===== src/rtl/cx_pkg.sv =====
package cx_pkg;
  localparam logic [7:0] XCHG_N = 8'hFE;
  localparam logic [7:0] MOV_N  = 8'h01;
  localparam logic [6:0] R_XCHG = 7'h7F;
  localparam logic [6:0] R_NOP  = 7'h7E;
  localparam logic [6:0] R_EXT  = 7'h7D;
  localparam logic [6:0] R_MOV  = 7'h7C;
  localparam int unsigned EXT_W = 9;

  typedef struct packed {
    logic             valid;
    logic             illegal;
    logic             ext_load;
    logic             xchg;
    logic [EXT_W-1:0] ext_bits;
    logic [31:0]      instr;
  } exp_res_t;
endpackage


===== src/rtl/cx_lut.sv =====
module cx_lut #(
  parameter int unsigned TABLE_DEPTH = 8,
  parameter logic [7:0]  OP_BASE     = 8'h10
) (
  input  logic [6:0] op_i,
  output logic       hit_o,
  output logic [7:0] norm_op_o
);
  localparam int unsigned IDX_W = (TABLE_DEPTH > 1) ? $clog2(TABLE_DEPTH) : 1;

  logic [7:0] table_q [TABLE_DEPTH];

  for (genvar i = 0; i < TABLE_DEPTH; i++) begin : g_ent
    assign table_q[i] = OP_BASE + 8'(i);
  end

  logic [IDX_W-1:0] idx;
  assign idx       = IDX_W'(op_i);
  assign hit_o     = ({25'd0, op_i} < TABLE_DEPTH);
  assign norm_op_o = hit_o ? table_q[idx] : 8'h00;
endmodule


===== src/rtl/cx_half_expand.sv =====
module cx_half_expand
  import cx_pkg::*;
#(
  parameter int unsigned TABLE_DEPTH = 8,
  parameter logic [7:0]  OP_BASE     = 8'h10
) (
  input  logic [15:0]      half_i,
  input  logic             ext_pend_i,
  input  logic [EXT_W-1:0] ext_bits_i,
  output exp_res_t         res_o
);
  logic [6:0] op;
  logic       hit;
  logic [7:0] norm_op;

  assign op = half_i[15:9];

  cx_lut #(.TABLE_DEPTH(TABLE_DEPTH), .OP_BASE(OP_BASE)) u_lut (
    .op_i     (op),
    .hit_o    (hit),
    .norm_op_o(norm_op)
  );

  always_comb begin
    res_o = '0;
    if (op == R_EXT) begin
      if (ext_pend_i) res_o.illegal = 1'b1;
      else begin
        res_o.ext_load = 1'b1;
        res_o.ext_bits = half_i[8:0];
      end
    end else if (op == R_XCHG) begin
      res_o.xchg = 1'b1;
    end else if (op == R_NOP) begin
      res_o.valid = 1'b0;
    end else if (op == R_MOV) begin
      res_o.valid = 1'b1;
      res_o.instr = {MOV_N, half_i[7:4], half_i[3:0], 16'h0000};
    end else if (hit) begin
      res_o.valid = 1'b1;
      res_o.instr = {norm_op, 1'b0, half_i[8:6], 1'b0, half_i[5:3], 1'b0, half_i[2:0],
                     (ext_pend_i ? ext_bits_i : {EXT_W{1'b0}}), half_i[2:0]};
    end else begin
      res_o.illegal = 1'b1;
    end
  end
endmodule


===== src/rtl/cx_seq.sv =====
module cx_seq
  import cx_pkg::*;
(
  input  logic             clk_i,
  input  logic             rst_ni,
  input  logic             fetch_valid_i,
  input  logic [31:0]      fetch_word_i,
  input  exp_res_t         res_i,
  output logic             mode_o,
  output logic             half_o,
  output logic             ext_pend_o,
  output logic [EXT_W-1:0] ext_bits_o,
  output logic             done_o,
  output logic [31:0]      instr_o,
  output logic             valid_o,
  output logic             illegal_o,
  output logic             align_err_o
);
  logic             mode_q, mode_d;
  logic             half_q, half_d;
  logic             pend_q, pend_d;
  logic [EXT_W-1:0] bits_q, bits_d;
  logic             emit_v, emit_ill, emit_al;
  logic [31:0]      emit_i;

  always_comb begin
    mode_d   = mode_q;
    half_d   = half_q;
    pend_d   = pend_q;
    bits_d   = bits_q;
    done_o   = 1'b0;
    emit_v   = 1'b0;
    emit_ill = 1'b0;
    emit_al  = 1'b0;
    emit_i   = fetch_word_i;
    if (fetch_valid_i) begin
      if (!mode_q) begin
        done_o = 1'b1;
        if (fetch_word_i[31:24] == XCHG_N) begin
          mode_d = 1'b1;
          half_d = 1'b0;
        end else begin
          emit_v = 1'b1;
        end
      end else if (res_i.xchg) begin
        // lower-half exchange consumes the whole word; upper must be padding
        done_o  = 1'b1;
        mode_d  = 1'b0;
        half_d  = 1'b0;
        pend_d  = 1'b0;
        emit_al = !half_q && (fetch_word_i[31:25] != R_NOP);
      end else begin
        done_o   = half_q;
        half_d   = ~half_q;
        emit_v   = res_i.valid;
        emit_ill = res_i.illegal;
        emit_i   = res_i.instr;
        pend_d   = res_i.ext_load;
        if (res_i.ext_load) bits_d = res_i.ext_bits;
      end
    end
  end

  always_ff @(posedge clk_i or negedge rst_ni) begin
    if (!rst_ni) begin
      mode_q      <= 1'b0;
      half_q      <= 1'b0;
      pend_q      <= 1'b0;
      bits_q      <= '0;
      valid_o     <= 1'b0;
      illegal_o   <= 1'b0;
      align_err_o <= 1'b0;
      instr_o     <= '0;
    end else begin
      mode_q      <= mode_d;
      half_q      <= half_d;
      pend_q      <= pend_d;
      bits_q      <= bits_d;
      valid_o     <= emit_v;
      illegal_o   <= emit_ill;
      align_err_o <= emit_al;
      if (emit_v) instr_o <= emit_i;
    end
  end

  assign mode_o     = mode_q;
  assign half_o     = half_q;
  assign ext_pend_o = pend_q;
  assign ext_bits_o = bits_q;
endmodule


===== src/rtl/cx_expander.sv =====
module cx_expander
  import cx_pkg::*;
#(
  parameter int unsigned TABLE_DEPTH = 8,
  parameter logic [7:0]  OP_BASE     = 8'h10
) (
  input  logic        clk_i,
  input  logic        rst_ni,
  input  logic        fetch_valid_i,
  input  logic [31:0] fetch_word_i,
  output logic [31:0] instr_o,
  output logic        instr_valid_o,
  output logic        illegal_o,
  output logic        align_err_o,
  output logic        reduced_mode_o,
  output logic        pc_inc_o
);
  logic             half_q;
  logic             ext_pend_q;
  logic [EXT_W-1:0] ext_bits_q;
  logic [15:0]      cur_half;
  exp_res_t         res;

  assign cur_half = half_q ? fetch_word_i[31:16] : fetch_word_i[15:0];

  cx_half_expand #(.TABLE_DEPTH(TABLE_DEPTH), .OP_BASE(OP_BASE)) u_exp (
    .half_i    (cur_half),
    .ext_pend_i(ext_pend_q),
    .ext_bits_i(ext_bits_q),
    .res_o     (res)
  );

  cx_seq u_seq (
    .clk_i        (clk_i),
    .rst_ni       (rst_ni),
    .fetch_valid_i(fetch_valid_i),
    .fetch_word_i (fetch_word_i),
    .res_i        (res),
    .mode_o       (reduced_mode_o),
    .half_o       (half_q),
    .ext_pend_o   (ext_pend_q),
    .ext_bits_o   (ext_bits_q),
    .done_o       (pc_inc_o),
    .instr_o      (instr_o),
    .valid_o      (instr_valid_o),
    .illegal_o    (illegal_o),
    .align_err_o  (align_err_o)
  );
endmodule


===== config.mk =====
export PLATFORM = sky130hd
export DESIGN_NAME = cx_expander
export DESIGN_NICKNAME = d
export VERILOG_FILES = /design/src/rtl/cx_pkg.sv /design/src/rtl/cx_lut.sv /design/src/rtl/cx_half_expand.sv /design/src/rtl/cx_seq.sv /design/src/rtl/cx_expander.sv
export SDC_FILE = /design/constraint.sdc
export NUM_CORES = 1
export LEC_CHECK = 0
export BUFFER_PORTS_ARGS = -buffer_cell sky130_fd_sc_hd__buf_2
export CAP_MARGIN = 20
export CORE_UTILIZATION = 35
export DETAILED_ROUTE_END_ITERATION = 10
export GPL_ROUTABILITY_DRIVEN = 0
export MAX_ROUTING_LAYER = met4
export PLACE_DENSITY = 0.6
export REMOVE_ABC_BUFFERS = 1
export SYNTH_ARGS = -nofsm -noshare
export SYNTH_HDL_FRONTEND = slang
export SYNTH_SLANG_ARGS = --single-unit

===== constraint.sdc =====
create_clock -name clk_i -period 1.95 [get_ports clk_i]
set_input_delay 0.4875 -clock clk_i [delete_from_list [all_inputs] [get_ports clk_i]]
set_output_delay 0.4875 -clock clk_i [all_outputs]
set_load 0.01 [all_outputs]

# [Word level (Yosys, flattened, before mapping)]
# Memories as Yosys holds them, arrays and structs flattened.
# Cells that the tools add are included.
[totals] regBits=47 mem_bits_ro=64 inputBits=35 elab_cells=74 memories=1
[mem_list] name="(name not given)" words=8 word_bits=8 read_ports=1 rd_clocked_by_memory_dff=0 write_ports=0 line_no="cx_lut.sv:20" source="assign norm_op_o = hit_o ? table_q[idx] : 8'h00;"
[op_classes] n_lt_le_gt_ge=2 n_eq_ne=6 mux=48 n_bitwise=3 reduce_logical=6
[op_table] operator="2-to-1 mux 32 bit" n=8
[op_table] operator="2-to-1 mux 1 bit" n=33
[op_table] operator="== test 7 bit (second input constant)" n=4
[op_table] operator="2-to-1 mux 9 bit" n=3
[op_table] operator="2-to-1 mux 16 bit" n=1
[op_table] operator="2-to-1 mux 8 bit" n=2
[op_table] operator="== test 8 bit (second input constant)" n=1
[op_table] operator="less-than comparator 7 x 4 -> 1 bit (second input constant)" n=1
[op_table] operator="inequality test 7 bit (second input constant)" n=1
[op_table] operator="greater-or-equal comparator 4 bit (second input constant)" n=1
[op_table] operator="NOT 3 -> 4 bit" n=1
[op_table] operator="AND reduction 2 bit" n=2
[op_table] operator="AND reduction 4 bit" n=1
[op_table] operator="2-to-1 mux 2 bit" n=1
[op_table] operator="NOT 1 bit" n=2
[op_table] operator="nonzero test 2 bit" n=1
[op_table] operator="logical AND 1 bit" n=1
[op_table] operator="zero test 1 bit" n=1

# [Depth between registers and ports, before layout]
# Gate-level depths: netlist (run 1).
[logic_depth] depth_word=13 ltp_mapped=8 ltp_nobuf=6

# [Cells and area by module]
# From an unflattened synthesis (run 1), not the netlist that was laid out.
[unflattened] cells_unflattened=243 hier_area_um2=3221.8
[by_module_without_submodules] mod="cx_seq" instances=1 cells_per_inst=146 area_per_inst_um2=2458.6 seq_area_each_um2=1176.1
[by_module_without_submodules] mod="cx_half_expand" instances=1 cells_per_inst=69 area_per_inst_um2=441.7 seq_area_each_um2=0.0
[by_module_without_submodules] mod="cx_expander" instances=1 cells_per_inst=18 area_per_inst_um2=249.0 seq_area_each_um2=0.0
[by_module_without_submodules] mod="cx_lut" instances=1 cells_per_inst=10 area_per_inst_um2=72.6 seq_area_each_um2=0.0

# [Least setup slack after synthesis (run 1)]
# No wires, ideal clock.
[synth_timing] path_type="input port to flip-flop" start="input port fetch_word_i[15]" end="register u_seq.bits_q[1] (netlist: u_seq.ext_bits_o[1])" setup_ps=127 arrival_ps=1841 setup_slack_ps=-18 stages=8 path_buffers=2 path_cell_list="nand4_1 > nor3b_2 > nor2_2 > or4_4 > buf_6 > buf_12 > nand2_2 > o21ai_2"
[synth_via] elab_chain_cells=6 word_cells_on_any_way=9
[synth_lines] element="start, declared" line_no="cx_expander.sv:10" source="input logic [31:0] fetch_word_i,"
[synth_lines] element="2-to-1 mux 16 bit (*)" line_no="cx_expander.sv:24" source="assign cur_half = half_q ? fetch_word_i[31:16] : fetch_word_i[15:0];"
[synth_lines] element="== test 7 bit" line_no="cx_half_expand.sv:32" source="end else if (op == R_XCHG) begin"
[synth_lines] element="2-to-1 mux 1 bit" line_no="cx_half_expand.sv:32"
[synth_lines] element="2-to-1 mux 1 bit" line_no="cx_half_expand.sv:26" source="if (op == R_EXT) begin"
[synth_lines] element="NOT 1 bit (no line)"
[synth_lines] element="AND reduction 4 bit (no line)"
[synth_lines] element="end signal, assigned" line_no="cx_seq.sv:78" source="bits_q <= bits_d;"
[synth_lines] element="end, declared" line_no="cx_seq.sv:22" source="logic [EXT_W-1:0] bits_q, bits_d;"
# Mark *: on every way between the ends. The rest lies on a longest branch, timed or not.
# A chain may end at the register's enable or synchronous reset.

# [Final worst setup path (run 1)]
[layout_timing] start="register u_seq.half_q (netlist: u_seq.half_o)" end="output port pc_inc_o"
[layout_via] elab_chain_cells=7 word_cells_on_any_way=8
[layout_lines] element="start, declared" line_no="cx_seq.sv:20" source="logic half_q, half_d;"
[layout_lines] element="start signal, assigned" line_no="cx_seq.sv:76" source="half_q <= half_d;"
[layout_lines] element="2-to-1 mux 16 bit" line_no="cx_expander.sv:24"
[layout_lines] element="== test 7 bit" line_no="cx_half_expand.sv:32"
[layout_lines] element="2-to-1 mux 1 bit" line_no="cx_half_expand.sv:32"
[layout_lines] element="2-to-1 mux 1 bit" line_no="cx_half_expand.sv:26"
[layout_lines] element="2-to-1 mux 1 bit (*)" line_no="cx_seq.sv:45" source="end else if (res_i.xchg) begin"
[layout_lines] element="2-to-1 mux 1 bit (*)" line_no="cx_seq.sv:37" source="if (!mode_q) begin"
[layout_lines] element="2-to-1 mux 1 bit (*)" line_no="cx_seq.sv:36" source="if (fetch_valid_i) begin"
[layout_lines] element="end, declared" line_no="cx_expander.sv:16" source="output logic pc_inc_o"
# Marks and branches as above.

==> impl_metrics.json, run 1 <==
{
  "syn-cell-area_um2": 2406,
  "io_buffers": 71,
  "grt_use_total": 0.2070,
  "dp.final_hpwl_um": 4966,
  "vias": 2298,
  "maxCapViolCount": 0,
  "finalHoldViolations": 0,
  "utilization": 0.4932,
  "rows": 29,
  "maxSlewHeadroom": 0.6497,
  "syn_area_per_cell_um2": 9.436,
  "cts_sinks": 47,
  "critical_path.max_fanout": 3,
  "worstSkewPairLatency_ns": 0.30,
  "setup_viol": 17,
  "drive_above_1_share": 0.4011,
  "end_kind": "primary output",
  "die_w_um": 84.91,
  "final_cell_mix": "buf_2 (71), dfrtp_1 (47), nor2_1 (36), buf_4 (33), a21oi_1 (23)",
  "synth_top_family_by_area": "compound AO/OA/AOI/OAI gates",
  "dp_cells": 420,
  "htree_levels": 2,
  "drt_iter0_drc": 201,
  "skew_ns": 0.009789,
  "fmax_mhz": 478.0,
  "criticalPathCategory": "reg -> out",
  "ir_drop_mv": 0.3556,
  "min_period_over_period": 1.073,
  "grt_pass1_wl_um": 11340,
  "hold_buffers": 0,
  "path_cells": "buf_6, buf_4, nand3_1, nand2_2, o21ai_4, nand2_2, nor2_2, nor2_1, buf_2",
  "dr.pass1.iters": 10,
  "synth_compound_gate_area_share": 0.2356,
  "outcome": "finished with violations",
  "wl_met2_um": 3087,
  "synth_top_cell_area_share": 0.4888,
  "synthXorXnorAreaFrac": 0,
  "grt_pass1_vias": 2273,
  "ys_seq_area_frac": 0.4888,
  "cts_buffers": 5,
  "cp_common_cell": "nand2_2",
  "met3_length_um": 288,
  "slowest_stage": "dfrtp_1",
  "die_height_um": 84.91,
  "drt_wl_total_um": 6851,
  "layout.cells.non_filler": 431,
  "ant_nets": 0,
  "synth_edf_count": 0,
  "ys_types": 38,
  "diodes": 0,
  "io_pins": 72,
  "cp_top_family": "flip-flops",
  "synth-simple-area-share": 0.1680,
  "critPathBufInv": 3,
  "fin_crit_ns": 2.092,
  "grt_max_degree": 48,
  "synthAdderAreaFrac": 0,
  "finalWorstSetupSlack_ns": -0.1422,
  "mostFrequentLayoutCell": "buf_2",
  "cpPeakStageDelay_ns": 0.42,
  "viasPerCell": 5.332,
  "netlist_top_cells_area": "dfrtp_1 (49%), a22oi_1 (6.2%), nor2_1 (5.8%)",
  "core_area_um2": 6495,
  "clock_path_buffers": 2,
  "powerDensity_nw_per_um2": 818.1,
  "p_total_mw": 2.621,
  "ys.flop_type": "dfrtp_1",
  "grt_setup_unrepaired": "yes",
  "startpoint_type": "flip-flop",
  "root_buffer": "clkbuf_8",
  "hp-class": "in -> async",
  "violations": "DRC, setup timing",
  "async_reset_ff_frac": 1.000,
  "yosys.area.top_type": "dfrtp_1",
  "die_area_um2": 7210,
  "grt_overflow": 0,
  "antenna_found_initial": 0,
  "muxShareOfSynthArea": 0.05096,
  "final_nets": 390,
  "cts.clk_slew.worst_paths_ns": 0.09,
  "area_growth_pct": 33.13,
  "arrival_ns": 1.60,
  "wl_per_cell_um": 15.90,
  "ys_warn_count": 0,
  "drc": 7,
  "required_ns": 1.46,
  "synthCells": 255,
  "p_leak_nw": 1.475,
  "wl_met1_um": 3372,
  "ys_ff_latch": 47,
  "worst_pin_slew_ns": 0.5255,
  "dr.max_layer_used": "met4",
  "cts_tree": "built",
  "start_util": 0.3704,
  "drv_slew": 0
}
==> report_power, final <==
| group | internal [mW] | switching, mW | total, mW |
|---|---|---|---|
| combinational | 0.423 | 0.505 | 0.928 |
| sequential | 1.08 | 0.0690 | 1.15 |
| clock | 0.240 | 0.306 | 0.545 |
| total | 1.74 | 0.880 | 2.62 |
==> cell usage after synthesis, drive strengths merged, types with 5 or more instances <==
cell / count
o22ai: 7
a31oi: 5
o21ai: 23
mux2i: 10
inv: 9
a21oi: 23
a22oi: 20
dfrtp: 47
nor2: 39
buf: 13
nand3: 6
nand2: 22
==> per-layer routing <==
layer	GRT usage	vias to the layer above
met4	0.06471	0
met3	0.03307	10
met1	0.2898	1095
met2	0.3089	64
met5	-	-
li1	-	1129
==> through the flow <==
step	setup TNS (ns)	area, um2	setup slack, ns	hold WS, ns
2_1_floorplan	-82.34	2303	-2.442	0.1919
3_3_place_gp	-1.327	3055	-0.07022	0.4670
3_5_place_dp	-2.020	3055	-0.09573	0.4711
4_1_cts	-0.3555	3164	-0.1262	0.1703
5_1_grt	-4.335	3203	-0.2305	0.1613
6_report	-0.4480	3203	-0.1422	0.1479
==> flip-flops by register name, indices dropped and copies added (netlist names) <==
name and cells:
u_seq.instr_o 32, u_seq.valid_o 1, u_seq.mode_o 1, u_seq.ext_bits_o 9, u_seq.ext_pend_o 1, u_seq.half_o 1
u_seq.align_err_o 1, u_seq.illegal_o 1
==> cells by family after synthesis <==
group	count (synthesis)
AO/OA/AOI/OAI	86
AND/OR/NAND/NOR	85
buffers and inverters	25
flip-flops	47
multiplexers	12
==> final cells by class <==
cell class	instances	area, um2
clock buffers	6	72.57
fillers	636	3292
inverters	9	33.78
multi-input cells	184	1150
flip-flops and latches	47	1176
well taps	77	96.34
repair buffers	108	674.4
==> path summary, 6_finish.rpt <==
path,start,to,slack [ns],depth (start not counted)
min,rst_ni,u_seq.instr_o[30]$_DFFE_PN0P_,0.15,2
max reg2reg,u_seq.half_o$_DFFE_PN0P_,u_seq.instr_o[17]$_DFFE_PN0P_,-0.06,8
max,u_seq.half_o$_DFFE_PN0P_,pc_inc_o,-0.14,9
min reg2reg,u_seq.ext_bits_o[2]$_DFFE_PN0P_,u_seq.ext_bits_o[2]$_DFFE_PN0P_,0.49,2
min in group clk_i,fetch_word_i[19],u_seq.instr_o[19]$_DFFE_PN0P_,0.46,3
max in group asynchronous,rst_ni,u_seq.ext_bits_o[6]$_DFFE_PN0P_,1.55,2
==> what timing repair did <==
item	in CTS	in global routing
setup buffers	3	1
endpoints found under the hold margin	0	0
gates resized for setup	4	6
cloned	0	1
pin swaps	12	4
setup endpoints to repair	1	43
No activity file was read; power rests on OpenSTA's default activity.
==> run 2: changes to the inputs <==
==> constraint.sdc (replaced) <==
create_clock -name clk_i -period 1.95 [get_ports clk_i]
set_input_delay 0.4875 -clock clk_i [delete_from_list [all_inputs] [get_ports clk_i]]
set_output_delay 0.4875 -clock clk_i [all_outputs]
set_load 0.1 [all_outputs]
==> run 2 against run 1 <==
Net effect:
- the flow still finishes with violations (DRC, setup timing)
- largest power group is now combinational cells
- flip-flop and latch count unchanged
- critical path type unchanged
- register-to-register slack better by 0.05 ns
- power increased by 31%
==> impl_metrics.json, run 2 (synthesized netlist as in run 1, its figures left out) <==
{
  "mostFrequentLayoutCell": "buf_2",
  "cts_sinks": 47,
  "path_cells": "nand4_1, nor2_2, o21ai_2, nand2_2, nor2_2, nor2_2, buf_12",
  "cp_top_family": "simple AND/OR/NAND/NOR gates",
  "powerDensity_nw_per_um2": 976.3,
  "end_kind": "primary output",
  "wl_per_cell_um": 16.85,
  "ir_drop_mv": 0.4074,
  "drive_above_1_share": 0.4570,
  "cp_common_cell": "nor2_2",
  "diodes": 0,
  "cts_tree": "built",
  "startpoint_type": "flip-flop",
  "setup_viol": 6,
  "min_period_over_period": 1.076,
  "fmax_mhz": 476.4,
  "grt_overflow": 0,
  "drc": 8,
  "drt_iter0_drc": 160,
  "io_buffers": 71,
  "hold_buffers": 0,
  "antenna_found_initial": 0,
  "critPathBufInv": 1,
  "die_area_um2": 7210,
  "finalWorstSetupSlack_ns": -0.1491,
  "worst_pin_slew_ns": 0.4955,
  "grt_setup_unrepaired": "yes",
  "htree_levels": 2,
  "area_growth_pct": 45.76,
  "maxCapViolCount": 0,
  "slowest_stage": "dfrtp_2",
  "dp.final_hpwl_um": 5065,
  "die_height_um": 84.91,
  "cts_buffers": 5,
  "required_ns": 1.46,
  "final_cell_mix": "buf_2 (70), dfrtp_1 (46), buf_4 (40), nor2_1 (34), a21oi_1 (23)",
  "grt_pass1_vias": 2238,
  "viasPerCell": 5.307,
  "p_leak_nw": 1.615,
  "hp-class": "in -> async",
  "maxSlewHeadroom": 0.6697,
  "largest_register_ffs": 32,
  "start_util": 0.3704,
  "root_buffer": "clkbuf_8",
  "vias": 2383,
  "final_nets": 406,
  "finalHoldViolations": 0,
  "io_pins": 72,
  "fin_crit_ns": 2.099,
  "skew_ns": 0.006403,
  "dp_cells": 427,
  "violations": "DRC, setup timing",
  "outcome": "finished with violations",
  "cpPeakStageDelay_ns": 0.45,
  "top_register": "u_seq.instr_o",
  "reg2reg_depth": 9,
  "holdWs_ns": 0.1347,
  "fin_setup_tns_ns": -0.1789,
  "drv_slew": 0,
  "grt_use_total": 0.2062,
  "grt_max_degree": 28,
  "drt_wl_total_um": 7567,
  "layout.cells.non_filler": 449,
  "ant_nets": 0,
  "core_area_um2": 6495,
  "cts.clk_slew.worst_paths_ns": 0.09,
  "p_total_mw": 3.424,
  "grt_pass1_wl_um": 11340,
  "die_w_um": 84.91,
  "arrival_ns": 1.61,
  "cp.depth": 7,
  "worstSkewPairLatency_ns": 0.30,
  "dr.pass1.iters": 8,
  "criticalPathCategory": "reg -> out",
  "rows": 29,
  "clock_path_buffers": 2,
  "critical_path.max_fanout": 6
}
-- run 2: cell types whose count changed in the layout (fill, tap and decap cells not counted), sizes merged --
cell and delta:
clkinvlp +1, buf +13, clkbuf +3, clkinv +1
-- run 2: power by group --
part           total, mW  leakage (nW)  switching (mW)  internal (mW)
logic               1.66          1.01            1.15          0.512
registers           1.17         0.563          0.0916           1.08
clock network      0.589        0.0412           0.338          0.251
total               3.42          1.61            1.58           1.84
-- run 2: layout make-up --
class	count	area, um2
inverter	9	33.78
clock buffer	6	72.57
timing repair buffer	124	909.6
clock inverter	2	12.51
multi-input combinational	184	1205
sequential	47	1177
fill	602	2988
tap	77	96.34
-- run 2: what timing repair did --
action,in CTS,in global routing
resized for setup,7,22
setup endpoints to repair,42,42
cloned,1,4
pin swaps,2,11
setup buffers,5,6
-- run 2: final timing paths --
path | to | slack [ns] | from
worst max-delay path | pc_inc_o | -0.15 | u_seq.half_o$_DFFE_PN0P_
min in group clk_i | u_seq.instr_o[15]$_DFFE_PN0P_ | 0.44 | fetch_word_i[15]
max in group asynchronous | u_seq.half_o$_DFFE_PN0P_ | 1.29 | rst_ni
worst min register to register | u_seq.ext_bits_o[2]$_DFFE_PN0P_ | 0.49 | u_seq.ext_bits_o[2]$_DFFE_PN0P_
worst min-delay path | u_seq.instr_o[24]$_DFFE_PN0P_ | 0.13 | rst_ni
worst max register to register | u_seq.instr_o[20]$_DFFE_PN0P_ | -0.01 | u_seq.half_o$_DFFE_PN0P_
-- run 2: per-layer routing --
layer / vias to the layer above / global-route usage / wire, um
li1: 1166 / - / -
met1: 1140 / 0.2839 / 3444
met2: 68 / 0.3230 / 3672
met3: 9 / 0.03502 / 360
met4: 0 / 0.04160 / 90
met5: - / - / 0
-- run 2: per-stage QoR --
stage / utilization / setup WS, ns / instance area (um2)
2_1_floorplan: - / -2.442 / 2303
6_report: 0.5400 / -0.1491 / 3507
3_3_place_gp: 0.4828 / -0.1490 / 3136
4_1_cts: 0.5111 / -0.2032 / 3319
5_1_grt: 0.5400 / -0.2375 / 3507
3_5_place_dp: 0.4828 / -0.1796 / 3136
